$ cat src/rtl/tfence_pkg.sv
package tfence_pkg;
   typedef enum logic [2:0] {
      ST_IDLE   = 3'd0,
      ST_CHECK  = 3'd1,
      ST_DRAIN  = 3'd2,
      ST_KILL   = 3'd3,
      ST_INVAL  = 3'd4,
      ST_FLUSH  = 3'd5,
      ST_DONE   = 3'd6
   } fence_state_t;

   localparam logic [1:0] PRIV_USER  = 2'b00;
   localparam logic [1:0] PRIV_SUPER = 2'b01;
   localparam logic [1:0] PRIV_MACH  = 2'b11;
endpackage

$ cat src/rtl/tfence_trap_check.sv
module tfence_trap_check
   import tfence_pkg::*;
(
   input  logic [1:0] priv,
   input  logic       tvm,
   input  logic       bare_only,
   output logic       illegal
);
   logic from_user;
   logic virt_trap;

   always_comb begin
      from_user = (priv == PRIV_USER);
      virt_trap = (priv == PRIV_SUPER) && tvm;
      illegal   = from_user || virt_trap || bare_only;
   end
endmodule

$ cat src/rtl/tfence_walk_guard.sv
module tfence_walk_guard #(
   parameter int  ASID_W        = 9,
   parameter bit  KILL_INFLIGHT = 1'b1
) (
   input  logic              hold_win,
   input  logic              asid_all,
   input  logic [ASID_W-1:0] asid,
   input  logic              walk_fill,
   output logic              walk_hold,
   output logic              walk_kill,
   output logic              kill_asid_en,
   output logic [ASID_W-1:0] kill_asid,
   output logic              fill_commit
);
   assign walk_hold    = hold_win;
   assign kill_asid_en = hold_win && !asid_all;
   assign kill_asid    = hold_win ? asid : '0;
   assign fill_commit  = walk_fill && !hold_win;

   generate
      if (KILL_INFLIGHT) begin : g_kill
         assign walk_kill = hold_win;
      end else begin : g_drain
         assign walk_kill = 1'b0;
      end
   endgenerate
endmodule

$ cat src/rtl/tfence_fsm.sv
module tfence_fsm
   import tfence_pkg::*;
#(
   parameter int VA_W       = 39,
   parameter int ASID_W     = 9,
   parameter int ASID_MAX_W = 16
) (
   input  logic                  clk,
   input  logic                  rst_n,
   input  logic                  req_valid,
   input  logic                  req_va_is_x0,
   input  logic [VA_W-1:0]       req_va,
   input  logic                  req_asid_is_x0,
   input  logic [ASID_MAX_W-1:0] req_asid,
   input  logic [1:0]            cur_priv,
   input  logic                  tvm_bit,
   input  logic                  illegal,
   input  logic                  sb_empty,
   input  logic                  walk_idle,
   input  logic                  inv_ready,
   input  logic                  flush_ack,
   output logic [1:0]            cap_priv,
   output logic                  cap_tvm,
   output logic                  busy,
   output logic                  trap_illegal,
   output logic                  hold_win,
   output logic                  cap_asid_all,
   output logic [ASID_W-1:0]     cap_asid,
   output logic                  inv_valid,
   output logic                  inv_all_va,
   output logic [VA_W-1:0]       inv_va,
   output logic                  inv_all_asid,
   output logic [ASID_W-1:0]     inv_asid,
   output logic                  flush_valid,
   output logic                  done
);
   fence_state_t state_q, state_d;
   logic            va_all_q;
   logic [VA_W-1:0] va_q;
   logic            accept;

   assign accept = (state_q == ST_IDLE) && req_valid;

   always_comb begin
      state_d = state_q;
      unique case (state_q)
         ST_IDLE:  if (req_valid) state_d = ST_CHECK;
         ST_CHECK: state_d = illegal ? ST_IDLE : ST_DRAIN;
         ST_DRAIN: if (sb_empty)  state_d = ST_KILL;
         ST_KILL:  if (walk_idle) state_d = ST_INVAL;
         ST_INVAL: if (inv_ready) state_d = ST_FLUSH;
         ST_FLUSH: if (flush_ack) state_d = ST_DONE;
         ST_DONE:  state_d = ST_IDLE;
         default:  state_d = ST_IDLE;
      endcase
   end

   always_ff @(posedge clk or negedge rst_n) begin
      if (!rst_n) begin
         state_q      <= ST_IDLE;
         va_all_q     <= 1'b1;
         va_q         <= '0;
         cap_asid_all <= 1'b1;
         cap_asid     <= '0;
         cap_priv     <= PRIV_MACH;
         cap_tvm      <= 1'b0;
      end else begin
         state_q <= state_d;
         if (accept) begin
            va_all_q     <= req_va_is_x0;
            va_q         <= req_va_is_x0 ? '0 : req_va;
            cap_asid_all <= req_asid_is_x0;
            cap_asid     <= req_asid_is_x0 ? '0 : req_asid[ASID_W-1:0];
            cap_priv     <= cur_priv;
            cap_tvm      <= tvm_bit;
         end
      end
   end

   assign busy         = (state_q != ST_IDLE);
   assign trap_illegal = (state_q == ST_CHECK) && illegal;
   assign hold_win     = (state_q == ST_KILL) || (state_q == ST_INVAL);
   assign inv_valid    = (state_q == ST_INVAL);
   assign inv_all_va   = va_all_q;
   assign inv_va       = va_q;
   assign inv_all_asid = cap_asid_all;
   assign inv_asid     = cap_asid;
   assign flush_valid  = (state_q == ST_FLUSH);
   assign done         = (state_q == ST_DONE);

   // a trapped fence leaves without touching walker, cache or pipeline
   p_trap_clean_r2: assert property (@(posedge clk) disable iff (!rst_n)
      trap_illegal |=> (state_q == ST_IDLE));

   // walker hold only begins once stores have drained
   p_hold_after_drain_r3: assert property (@(posedge clk) disable iff (!rst_n)
      $rose(hold_win) |-> $past(sb_empty));

   // invalidate never precedes walker idle
   p_inv_after_idle_r5: assert property (@(posedge clk) disable iff (!rst_n)
      $rose(inv_valid) |-> $past(walk_idle));

   // done follows an acknowledged flush
   p_done_after_flush_r6: assert property (@(posedge clk) disable iff (!rst_n)
      done |-> $past(flush_valid && flush_ack));
endmodule

$ cat src/rtl/tfence_seq.sv
module tfence_seq
   import tfence_pkg::*;
#(
   parameter int VA_W          = 39,
   parameter int ASID_W        = 9,
   parameter int ASID_MAX_W    = 16,
   parameter bit KILL_INFLIGHT = 1'b1
) (
   input  logic                  clk,
   input  logic                  rst_n,
   input  logic                  req_valid,
   input  logic                  req_va_is_x0,
   input  logic [VA_W-1:0]       req_va,
   input  logic                  req_asid_is_x0,
   input  logic [ASID_MAX_W-1:0] req_asid,
   input  logic [1:0]            cur_priv,
   input  logic                  tvm_bit,
   input  logic                  bare_only,
   output logic                  busy,
   output logic                  trap_illegal,
   input  logic                  sb_empty,
   input  logic                  walk_idle,
   output logic                  walk_hold,
   output logic                  walk_kill,
   output logic                  walk_kill_asid_en,
   output logic [ASID_W-1:0]     walk_kill_asid,
   input  logic                  walk_fill,
   output logic                  fill_commit,
   output logic                  inv_valid,
   input  logic                  inv_ready,
   output logic                  inv_all_va,
   output logic [VA_W-1:0]       inv_va,
   output logic                  inv_all_asid,
   output logic [ASID_W-1:0]     inv_asid,
   output logic                  flush_valid,
   input  logic                  flush_ack,
   output logic                  done
);
   generate
      if (ASID_W < 1 || ASID_W > ASID_MAX_W) begin : g_bad_asid
         $error("tfence_seq: ASID_W must be in 1..ASID_MAX_W");
      end
      if (VA_W < 1) begin : g_bad_va
         $error("tfence_seq: VA_W must be positive");
      end
   endgenerate

   logic [1:0]        cap_priv;
   logic              cap_tvm;
   logic              illegal;
   logic              hold_win;
   logic              cap_asid_all;
   logic [ASID_W-1:0] cap_asid;

   tfence_trap_check u_trap (
      .priv      (cap_priv),
      .tvm       (cap_tvm),
      .bare_only (bare_only),
      .illegal   (illegal)
   );

   tfence_fsm #(
      .VA_W       (VA_W),
      .ASID_W     (ASID_W),
      .ASID_MAX_W (ASID_MAX_W)
   ) u_fsm (
      .clk            (clk),
      .rst_n          (rst_n),
      .req_valid      (req_valid),
      .req_va_is_x0   (req_va_is_x0),
      .req_va         (req_va),
      .req_asid_is_x0 (req_asid_is_x0),
      .req_asid       (req_asid),
      .cur_priv       (cur_priv),
      .tvm_bit        (tvm_bit),
      .illegal        (illegal),
      .sb_empty       (sb_empty),
      .walk_idle      (walk_idle),
      .inv_ready      (inv_ready),
      .flush_ack      (flush_ack),
      .cap_priv       (cap_priv),
      .cap_tvm        (cap_tvm),
      .busy           (busy),
      .trap_illegal   (trap_illegal),
      .hold_win       (hold_win),
      .cap_asid_all   (cap_asid_all),
      .cap_asid       (cap_asid),
      .inv_valid      (inv_valid),
      .inv_all_va     (inv_all_va),
      .inv_va         (inv_va),
      .inv_all_asid   (inv_all_asid),
      .inv_asid       (inv_asid),
      .flush_valid    (flush_valid),
      .done           (done)
   );

   tfence_walk_guard #(
      .ASID_W        (ASID_W),
      .KILL_INFLIGHT (KILL_INFLIGHT)
   ) u_guard (
      .hold_win     (hold_win),
      .asid_all     (cap_asid_all),
      .asid         (cap_asid),
      .walk_fill    (walk_fill),
      .walk_hold    (walk_hold),
      .walk_kill    (walk_kill),
      .kill_asid_en (walk_kill_asid_en),
      .kill_asid    (walk_kill_asid),
      .fill_commit  (fill_commit)
   );

   // strobes toward trap, cache, pipeline and retire never overlap
   p_strobes_onehot_r6: assert property (@(posedge clk) disable iff (!rst_n)
      $onehot0({trap_illegal, inv_valid, flush_valid, done}));

   // no walk result is installed while the invalidate is outstanding
   p_no_fill_at_inv_r7: assert property (@(posedge clk) disable iff (!rst_n)
      inv_valid |-> !fill_commit);

   // a trapping fence never raises a side effect in the same cycle
   p_trap_no_effect_r2: assert property (@(posedge clk) disable iff (!rst_n)
      trap_illegal |-> !(walk_hold || inv_valid || flush_valid || done));
endmodule

$ cat config.mk
export PLATFORM = sky130hd
export DESIGN_NAME = tfence_seq
export DESIGN_NICKNAME = d
export VERILOG_FILES = /design/src/rtl/tfence_pkg.sv /design/src/rtl/tfence_trap_check.sv /design/src/rtl/tfence_walk_guard.sv /design/src/rtl/tfence_fsm.sv /design/src/rtl/tfence_seq.sv
export SDC_FILE = /design/constraint.sdc
export NUM_CORES = 1
export LEC_CHECK = 0
export BUFFER_PORTS_ARGS = -buffer_cell sky130_fd_sc_hd__buf_2
export CORE_UTILIZATION = 41
export CTS_CLUSTER_SIZE = 24
export DETAILED_ROUTE_END_ITERATION = 7
export GPL_TIMING_DRIVEN = 0
export HOLD_SLACK_MARGIN = 0.02
export PLACE_DENSITY = 0.77
export SYNTH_ARGS = -nofsm -noshare
export SYNTH_HDL_FRONTEND = slang
export SYNTH_HIERARCHICAL = 1
export SYNTH_SLANG_ARGS = --single-unit
$ cat constraint.sdc
create_clock -name clk -period 1.6 [get_ports clk]
set_input_delay 0.16 -clock clk [delete_from_list [all_inputs] [get_ports clk]]
set_output_delay 0.16 -clock clk [all_outputs]
set_load 0.02 [all_outputs]
Yosys cells after proc, flatten, opt, wreduce, memory -nomap -nowiden
Cells that the tools add are included.
{"block": "totals", "out_inout_bits": 68, "in_bits": 69, "word_cells": 43, "regBits": 56}
{"block": "classes", "n_eq_ne": 12, "reduce_logical": 14, "muxes": 10}
{"op": "$mux 39", "n": 1}
{"op": "$mux 9", "n": 2}
{"op": "$pmux 3 s6", "n": 1}
{"op": "$mux 3", "n": 5}
{"op": "$eq 3x3->1 const B", "n": 3}
{"op": "$eq 3x2->1 const B", "n": 2}
{"op": "$ne 2x2->1 const B", "n": 3}
{"op": "$logic_and 1x1->1", "n": 5}
{"op": "$reduce_and 5->1", "n": 1}
{"op": "$ne 2x1->1 const B", "n": 2}
{"op": "$eq 3x1->1 const B", "n": 1}
{"op": "$logic_not 3->1", "n": 1}
{"op": "$logic_or 1x1->1", "n": 3}
{"op": "$reduce_bool 3->1", "n": 1}
{"op": "$eq 2x1->1 const B", "n": 1}
{"op": "$logic_not 1->1", "n": 2}
{"op": "$logic_not 2->1", "n": 1}
{"op": "$mux 2", "n": 1}

Logic depth before layout (Yosys ltp)
Gate-level depths: netlist of the first run.
{"block": "logic_depth", "depth_word": 6, "ltp_mapped": 6}

Modules after synthesis
The synthesis of the first run kept the hierarchy.
{"module": "tfence_fsm", "area_per_inst_um2": 2494.9, "seq_area_each_um2": 1406.3, "cells_per_inst": 254, "n_inst": 1}
{"module": "tfence_walk_guard", "area_per_inst_um2": 103.8, "seq_area_each_um2": 0.0, "cells_per_inst": 14, "n_inst": 1}
{"module": "tfence_trap_check", "area_per_inst_um2": 13.8, "seq_area_each_um2": 0.0, "cells_per_inst": 2, "n_inst": 1}

Worst setup path after synthesis of the first run
Ideal clock, no wire load.
{"block": "synth_path", "kind": "reg-to-output", "start": "reg u_fsm.state_q[2]", "end": "out walk_kill_asid[0]", "arrival_time_ps": 1534, "slack_ps": -94, "stages_incl_launch_ff": 7, "path_buffers": 2, "required_ps": 1440, "cell_sequence": "dfrtp_1 > clkbuf_1 > nand2b_1 > nor2_1 > a21o_1 > buf_6 > and2_1"}
{"block": "synth_between", "elab_chain_len": 3, "elab_cells_between_ends": 4, "cone_classes": "eq/ne (2); mux (1); reduce/logical (1)"}
{"item": "start, declared", "line_no": "tfence_fsm.sv:37", "source": "fence_state_t state_q, state_d;"}
{"item": "start signal, assigned", "line_no": "tfence_fsm.sv:68", "source": "state_q <= state_d;"}
{"item": "$eq 3x3->1"}
{"item": "net inv_valid", "line_no": "tfence_seq.sv:29", "source": "output logic inv_valid,"}
{"item": "$logic_or 1x1->1", "line_no": "tfence_fsm.sv:82", "source": "assign hold_win = (state_q == ST_KILL) || (state_q == ST_INVAL);"}
{"item": "net hold_win", "line_no": "tfence_seq.sv:51", "source": "logic hold_win;"}
{"item": "$mux 9", "line_no": "tfence_walk_guard.sv:17", "source": "assign kill_asid = hold_win ? asid : '0;"}
{"item": "end, declared", "line_no": "tfence_seq.sv:26", "source": "output logic [ASID_W-1:0] walk_kill_asid,"}
The timed path passes the listed nets, and every way through them passes these cells.

Worst setup path in the final report of the first run
{"block": "layout_path", "start": "reg u_fsm.state_q[2]", "end": "out walk_kill_asid[5]"}
{"block": "layout_between", "elab_chain_len": 3, "elab_cells_between_ends": 4, "cone_classes": "eq/ne (2); mux (1); reduce/logical (1)"}
{"item": "$eq 3x2->1 or $eq 3x3->1 (tied branches)", "line_no": "tfence_fsm.sv:82"}
{"item": "$logic_or 1x1->1 (*)", "line_no": "tfence_fsm.sv:82"}
{"item": "net hold_win", "line_no": "tfence_seq.sv:51"}
{"item": "$mux 9 (*)", "line_no": "tfence_walk_guard.sv:17"}
The timed path passes the listed nets; every way through them passes the cells marked *.

==> results.yml, run 1 <==
status:
  outcome: "complete, but fails checks"
  violations: "setup timing"
finish:
  stdcell_count: 492
  layout-drive-gt1-share_pct: 49.40
  fillCellCount: 525
  finalNetCount: 485
  synthToLayoutAreaGrowth_pct: 46.31
  antenna_cells: 0
clocking:
  clock_tree.buffer_depth: 2
  cts-buffers-inserted: 5
  cts.clk_slew.worst_paths_ps: 100
  cts_root_buffer: "clkbuf_8"
  cts_tree: "done"
  clock-sinks: 56
  clk_latency_ps: 310
  ctsHtreeMaxLevel: 2
timing:
  hold_viol: 0
  fin_ws_ps: -116.6
  fmax_mhz: 582.6
  max_slew_margin_pct: 66.58
  period_needed_ps: 1717
  worstMarginPinSlew_ps: 501.2
  whs_ps: 80.75
  rsz0062_at_grt: "true"
  skew_ps: 5.992
  setup_violations: 19
  finalCritPeriodShare_pct: 107.3
  finalMaxSlewViolations: 0
critical_path:
  crit_slowest_cell: "dfrtp_1"
  crit_type: "reg2out"
  worstPathCellList: "buf_8 > nand2b_4 > nor2_2 > a21o_4 > buf_6 > and2_4 > buf_6"
  required_ps: 1440
  critPathTopFamily: "flip-flops"
  cp_common_cell: "buf_6"
  cp_slowest_stage_delay_ps: 410
  critPathMaxFanout: 7
  worstSetupStartpointType: "register"
  crit_buf_inv: 3
  arrival_ps: 1560
  end_kind: "primary output"
synth:
  synth_cell_types: 27
  avgSynthCellArea_um2: 9.676
  yosys.area.top_type: "dfrtp_1"
  synth_nets: 339
  yosys.area.top_type_share_pct: 49.81
  synth_area_um2: 2613
  synth_warnings: 6
  synth_area_leaders: "dfrtp_1 50%, nand2b_1 12%, o21ai_0 9.6%"
  synth_cells: 270
  synth_seq_area_share_pct: 53.83
  ys_seq_elements: 56
hold_path:
  hold_path.class: "in2reg"
die:
  die_x_um: 81.83
  dieArea_um2: 6695
  die_h_um: 81.83
  start_util_pct: 43.36
  ioPinCount: 137
  core_um2: 6026
  num_rows: 28
detailed_routing:
  dr_total_vias: 2335
  routedWlPerCell_um: 13.38
  drc: 0
  wl_um: 6581
  vias_per_cell: 4.746
  first_pass_iters: 4
  antenna_left: 0
  detail_route.iter0.violations: 88
placement:
  dp_cells: 473
  io_buffers: 128
  dp_hpwl_um: 4596
  gp_congestion: 0.7573
grt:
  grt.total_usage_pct: 19.27
  grt_pass1_wl_um: 9818
  grt_pass1_vias: 2105
  grt-ovfl-total: 0
  grt_max_degree: 57
  grt_antenna_before_repair: 0
flow_run:
  cap_violations: 0
pwr:
  vdd_ir_drop_max_v: 0.0008482
  leakage_nw: 1.996
  power_density_nw_per_um2: 1831
state kept, by name (all words and copies together), names as in the netlist:
signal	flops
u_fsm/state_q	3
u_fsm/cap_asid_all	1
u_fsm/inv_all_va	1
u_fsm/cap_priv	2
u_fsm/inv_va	39
u_fsm/cap_asid	9
u_fsm/cap_tvm	1
power by group:
part	switching, W	internal, W	total (W)
registers	0.000350	0.00205	0.00240
logic	0.00206	0.00176	0.00382
clock network	0.000465	0.000313	0.000778
synth_stat cells:
cell,n
dfstp_2,4
and3_1,1
a21oi_1,2
nor2b_4,1
dfrtp_1,52
nor4bb_1,1
mux2_4,4
o21ai_0,50
nor2_1,2
o21bai_1,1
buf_4,12
o221a_2,1
buf_1,1
nor2b_1,2
a32o_1,1
buf_6,3
a21o_1,1
inv_1,1
clkbuf_1,13
or3_1,1
nand2b_1,50
or4b_4,1
nand2_1,52
and2_1,9
buf_2,1
and2b_1,1
mux2_2,2
per-layer routing:
layer / global-route usage [%] / wire (µm) / vias to the layer above / part of all wire (%)
met5: 0 / 0 / - / 0
met4: 7.719 / 111 / 0 / 1.7
met3: 3.667 / 305 / 9 / 4.6
met2: 32.31 / 3444 / 68 / 52
met1: 24.36 / 2719 / 1102 / 41
li1: - / - / 1156 / -
per-stage QoR:
step	util (%)	worst slack [ps]	TNS (ps)	area (µm²)	power, W
after floorplan	-	2.217	0	2615	0.004457
after global placement	55.59	-80.02	-2306	3349	0.005423
after detailed placement	55.59	-114.7	-3826	3349	0.005512
after CTS	60.51	-130.0	-1686	3646	0.006670
after global routing	63.43	-174.1	-2726	3822	0.007484
final	63.43	-116.6	-1663	3822	0.006999
path summary, 6_finish.rpt:
path	from	end	slack [ps]	depth (start not counted)
hold reg to reg	u_fsm/inv_va[27]	u_fsm/inv_va[27]	490	2
min in group asynchronous	rst_n	u_fsm/inv_va[11]	370	2
max in group asynchronous	rst_n	u_fsm/cap_asid_all	600	3
setup reg to reg	u_fsm/state_q[1]	u_fsm/cap_tvm	-80	4
setup / recovery	u_fsm/state_q[2]	walk_kill_asid[5]	-120	7
hold / removal	tvm_bit	u_fsm/cap_tvm	80	2
timing repair:
action | 4_1_cts | 5_1_grt
buffers inserted | 5 | 1
pin swaps | 3 | 0
cloned | 1 | 2
gates resized for setup | 56 | 79
hold endpoints to repair | 0 | 19
setup endpoints to repair | 61 | 65
hold buffers | 0 | 1
placed cells by master (no fill, tap or decap), drive strengths merged, types with 2 or more instances in the layout:
cell type,instances
o21ai,50
nand2,52
dfstp,4
nand2b,50
dfrtp,52
buf,160
mux2,6
nor2,2
nor2b,3
and2,9
clkbuf,14
a21oi,2
cell type report:
type | count | area, µm² | share of cell area [%]
clock buffer | 6 | 72.57 | 1.899
sequential | 56 | 1408 | 36.82
multi-input combinational | 183 | 1099 | 28.74
tap | 75 | 93.84 | 2.455
inverter | 1 | 3.754 | 0.09820
buffer | 30 | 256.5 | 6.710
clock inverter | 2 | 16.27 | 0.4255
timing repair buffer | 139 | 873.3 | 22.85
cells by family after synthesis:
family,count (synthesis),synth area share [%]
AO/OA/AOI/OAI,56,11.35
buffers and inverters,31,7.088
flip-flops,56,53.83
multiplexers,6,3.161
AND/OR/NAND/NOR,121,24.57
(Power assumes the default switching activity.)
==> inputs of run 2 (changes only) <==
- CORE_UTILIZATION: 41 -> 48
- PLACE_DENSITY: 0.77 -> 0.84
- clock period: 1.6 -> 1.99 ns (I/O delays scaled with it)
==> results.yml, run 2 (synthesis results as in run 1) <==
timing:
  worstMarginPinSlew_ps: 1214
  whs_ps: 127.3
  setup_tns_ps: 0
  finalMaxSlewViolations: 0
  fmax_mhz: 536.2
  hold_viol: 0
  skew_ps: 7.973
  period_needed_ps: 1865
  fin_ws_ps: 124.9
  rsz0062_at_grt: "false"
  max_slew_margin_pct: 19.09
  finalCritPeriodShare_pct: 93.72
  setup_violations: 0
finish:
  final_common_cell: "buf_2"
  synthToLayoutAreaGrowth_pct: 31.70
  antenna_cells: 0
  fin_area_um2: 3441
  largest_reg_flops: 39
  multi_input_area_um2: 1023
  fillCellCount: 457
  final-seq-area_um2: 1409
  finalNetCount: 473
  layout-drive-gt1-share_pct: 41.73
  layout_common_cells: "129 x buf_2, 52 x nand2_1, 50 x nand2b_1, 50 x o21ai_0, 50 x dfrtp_1"
clocking:
  clock-sinks: 56
  ctsHtreeMaxLevel: 2
  cts-buffers-inserted: 5
  post_cts_buffers: 0
  postCtsHoldBufs: 0
  clock_tree.buffer_depth: 2
  cts.clk_slew.worst_paths_ps: 100
  clk_latency_ps: 300
  cts_root_buffer: "clkbuf_8"
  cts_tree: "done"
grt:
  grt_max_degree: 57
  grt_pass1_wl_um: 9218
  grt_antenna_before_repair: 0
  grt.total_usage_pct: 21.44
  grt-ovfl-total: 0
  grt_pass1_vias: 2029
critical_path:
  worstSetupStartpointType: "register"
  crit_type: "reg2out"
  cp_slowest_stage_delay_ps: 460
  crit_slowest_cell: "dfrtp_2"
  crit_path_start: "u_fsm/state_q[1]"
  end_kind: "primary output"
  worstPathCellList: "nand2b_1 > nor2_2 > a21o_1 > buf_6 > nor2b_4 > buf_2"
  arrival_ps: 1670
  critPathTopFamily: "flip-flops"
  crit_buf_inv: 2
  rr_startpoint: "u_fsm/state_q[2]"
  required_ps: 1790
  critPathMaxFanout: 10
die:
  core_um2: 5172
  dieArea_um2: 5742
  num_rows: 26
  ioPinCount: 137
  die_x_um: 75.78
  start_util_pct: 50.51
  die_h_um: 75.78
flow_run:
  cap_violations: 0
detailed_routing:
  first_pass_iters: 4
  wl_um: 6044
  detail_route.iter0.violations: 84
  routedWlPerCell_um: 12.72
  dr_total_vias: 2287
  vias_per_cell: 4.815
  antenna_left: 0
  drc: 0
placement:
  placed_area_um2: 3341
  gp_congestion: 0.7456
  dp_hpwl_um: 4604
  place_ws_ps: 211.5
  io_buffers: 128
pwr:
  power_density_nw_per_um2: 1460
  vdd_ir_drop_max_v: 0.0006384
  leakage_nw: 1.839
  power_w: 0.005023
hold_path:
  hp-start: "cur_priv[0]"
  hold_path.class: "in2reg"
status:
  outcome: "finished clean"
-- run 2: changes by cell type in the layout (fill, tap and decap cells not counted), moves of 4 or more --
cell      previous run  this run
and2_1               0         9
and2_4               9         0
buf_2              112       129
buf_4               21        12
buf_6               21         3
buf_8                4         0
clkbuf_1             4        11
o21ai_0             14        50
o21ai_1             31         0
o21ai_2              5         0
-- run 2: timing repair --
action	in CTS	in global routing
hold endpoints to repair	0	0
resized for setup	0	5
endpoints found under the setup margin	10	10
-- run 2: path summary, 6_finish.rpt --
path	to	slack (ps)	cells past startpoint
max	walk_kill_asid_en	120	6
min	u_fsm/cap_priv[0]	130	2
max reg2reg	u_fsm/inv_va[4]	240	5
min reg2reg	u_fsm/inv_va[28]	480	2
max in group asynchronous	u_fsm/state_q[1]	1030	1
min in group asynchronous	u_fsm/inv_va[9]	140	1
-- run 2: through the flow --
step	utilization (%)	cells
after floorplan	-	270
after global placement	64.59	468
after detailed placement	64.59	468
after CTS	66.40	475
after global routing	66.52	475
final	66.52	475
-- run 2: power breakdown --
part	total [W]	leakage, nW	switching [W]	internal [W]
sequential	0.00194	0.717	0.000290	0.00165
combinational	0.00245	1.08	0.00148	0.000969
clock	0.000636	0.0434	0.000354	0.000282
total	0.00502	1.84	0.00212	0.00290
-- run 2: layout make-up --
cell class | instances | share of cell area (%)
repair buffers | 128 | 18.62
clock inverters | 2 | 0.4364
clock buffers | 6 | 2.400
multi-input cells | 183 | 29.75
well taps | 70 | 2.545
plain buffers | 29 | 5.200
inverters | 1 | 0.1091
flip-flops and latches | 56 | 40.95
-- run 2: worst register-to-register path: cells and delay by family (launching register included) --
| family | cells | cell delay (ps) |
|---|---|---|
| buffers and inverters | 2 | 390 |
| and+or+nand+nor | 2 | 640 |
| AOI/OAI and AO/OA | 1 | 100 |
| DFF | 1 | 490 |
-- run 2: metal layers --
| layer | vias to the layer above | routed length, µm | GRT usage, % | share of wire [%] |
|---|---|---|---|---|
| met3 | 4 | 284 | 3.968 | 4.7 |
| met5 | - | 0 | 0 | 0 |
| met2 | 72 | 3188 | 37.86 | 53 |
| li1 | 1136 | - | - | - |
| met4 | 0 | 53 | 7.202 | 0.88 |
| met1 | 1075 | 2518 | 26.35 | 42 |
==> inputs of run 3 (changes only) <==
- ABC_AREA: unset -> 1
- CORE_UTILIZATION: 48 -> 47
- PLACE_DENSITY: 0.84 -> 0.85
==> results.yml, run 3 <==
status:
  outcome: "finished clean"
critical_path:
  arrival_ps: 1620
  required_ps: 1790
  critPathMaxFanout: 10
  crit_type: "reg2out"
  worstReg2RegEnd: "u_fsm/inv_va[36]"
  reg2regPathDepth: 6
  worstSetupStartpointType: "register"
  crit_path_start: "u_fsm/state_q[0]"
  end_kind: "primary output"
  rr_startpoint: "u_fsm/state_q[0]"
  regToRegSetupSlack_ps: 450
placement:
  dp_hpwl_um: 4157
  placed_area_um2: 3149
  place_ws_ps: 436.5
  dp_cells: 416
  io_buffers: 129
  gp_congestion: 0.8398
pwr:
  seqPwrFrac_pct: 37.2
  power_density_nw_per_um2: 1590
  clock_power_share_pct: 11.9
  p_sw_share_pct: 41.86
  vdd_ir_drop_max_v: 0.0008752
  intPower_w: 0.003000
  switching_power_w: 0.002160
  leakage_nw: 1.983
  combinationalPowerShare_pct: 50.9
synth:
  yosysMostFrequentCell: "dfrtp_1"
  synth_area_um2: 2420
  synth_cells: 220
  ys_seq_elements: 56
  async_flop_share_pct: 100.0
  yosys.area.top_type_share_pct: 53.77
  synth_warnings: 6
  synth_seq_area_share_pct: 58.12
  ys_top_cells_by_count: "52 x dfrtp_1, 48 x a22o_1, 33 x nand2_1"
  synth_edf_count: 0
  synth_ff_type: "dfrtp_1"
  avgSynthCellArea_um2: 11.00
  yosys.area.top_type: "dfrtp_1"
  synth_area_leaders: "dfrtp_1 54%, a22o_1 17%, nand2_1 5.1%"
  synth_cell_types: 20
  synth_nets: 289
die:
  dieArea_um2: 5440
  start_util_pct: 49.91
  die_h_um: 73.76
  die_x_um: 73.76
  ioPinCount: 137
  num_rows: 25
  core_um2: 4848
timing:
  hold_viol: 0
  skew_ps: 9.004
  worstMarginPinSlew_ps: 1181
  fmax_mhz: 548.6
  fin_ws_ps: 167.1
  rsz0062_at_grt: "false"
  finalCritPeriodShare_pct: 91.60
  period_needed_ps: 1823
  max_slew_margin_pct: 21.24
  setup_violations: 0
  setup_tns_ps: 0
  finalMaxSlewViolations: 0
clocking:
  cts-buffers-inserted: 5
  ctsHtreeMaxLevel: 2
  cts_root_buffer: "clkbuf_8"
  cts.clk_slew.worst_paths_ps: 100
  cts_tree: "done"
  clk_latency_ps: 300
  clock_tree.buffer_depth: 2
  clock-sinks: 56
  postCtsHoldBufs: 0
detailed_routing:
  drc: 0
  dr_total_vias: 2043
  routedWlPerCell_um: 12.94
  vias_per_cell: 4.818
  antenna_left: 0
  wl_um: 5486
  detail_route.iter0.violations: 38
  first_pass_iters: 4
grt:
  grt_pass1_wl_um: 8286
  grt-ovfl-total: 0
  grt_max_degree: 57
  grt.total_usage_pct: 20.64
  grt_antenna_before_repair: 0
  grt_pass1_vias: 1858
finish:
  stdcell_count: 424
  layout-drive-gt1-share_pct: 48.18
  final-seq-area_um2: 1406
  multi_input_area_um2: 704.4
  fin_area_um2: 3246
  finalNetCount: 425
  synthToLayoutAreaGrowth_pct: 34.13
  utilization_pct: 66.94
  largest_reg_flops: 39
  fillCellCount: 403
  final_common_cell: "buf_2"
  layout_common_cells: "134 x buf_2, 52 x dfrtp_1, 48 x a22o_1"
  antenna_cells: 0
hold_path:
  hp-start: "cur_priv[1]"
  min_path_cells: 3
  whs_endpoint: "u_fsm/cap_priv[1]"
  hold_path.class: "in2reg"
flow_run:
  cap_violations: 0
==> run 3: layout make-up <==
class,instances,area share [%]
buffer,25,6.207
clock buffer,5,2.120
clock inverter,3,0.6939
inverter,30,3.470
multi-input combinational,109,21.70
sequential,56,43.33
tap,67,2.583
timing repair buffer,129,19.89
==> run 3: how the worst max path moves through the flow <==
stage                                   end  depth (start not counted)
after floorplan                 fill_commit                          7
after global placement    walk_kill_asid[8]                          8
after detailed placement  walk_kill_asid[6]                          8
after CTS                 walk_kill_asid[6]                          8
after global routing      walk_kill_asid[4]                          8
final                     walk_kill_asid[6]                          8
==> run 3: stage by stage <==
step           hold WS (ps)  total power (W)
2_1_floorplan        -96.59         0.003727
3_3_place_gp          397.5         0.004492
3_5_place_dp          403.9         0.004574
4_1_cts               68.05         0.005192
5_1_grt               59.47         0.005510
6_report              79.76         0.005160
==> run 3: power by group through the flow <==
stage | logic (W) | clock network (W) | registers, W
finish | 0.00263 | 0.000614 | 0.00192
global route | 0.00285 | 0.000680 | 0.00198
CTS | 0.00265 | 0.000628 | 0.00192
detailed placement | 0.00265 | 0 | 0.00192
global placement | 0.00257 | 0 | 0.00192
floorplan | 0.00141 | 0 | 0.00232
==> run 3: what timing repair did <==
action | CTS | global route
endpoints found under the setup margin | 0 | 7
setup buffers | 0 | 0
gates resized for setup | 0 | 2
==> run 3: logic make-up (layout without fill, tap and decap cells) <==
| group | count (synthesis) | after routing | share of synthesized area [%] |
|---|---|---|---|
| DFF | 56 | 56 | 58.12 |
| and+or+nand+nor | 55 | 55 | 10.29 |
| buffers and inverters | 55 | 192 | 12.87 |
| AOI/OAI and AO/OA | 54 | 54 | 18.72 |
==> run 3: metal layers <==
layer / GRT usage, % / share of wire, %
met4: 7.051 / 1.1
met5: 0 / 0
met3: 6.310 / 7.4
met1: 23.14 / 41
met2: 37.00 / 51
==> run 3: worst max-delay path, cell delays in order (launching register included) <==
cell	delay [ps]
dfrtp_1	370
clkbuf_4	170
nor2_4	170
nand2_1	100
nand2_2	120
buf_6	150
nand2_1	50
inv_1	40
buf_2	150
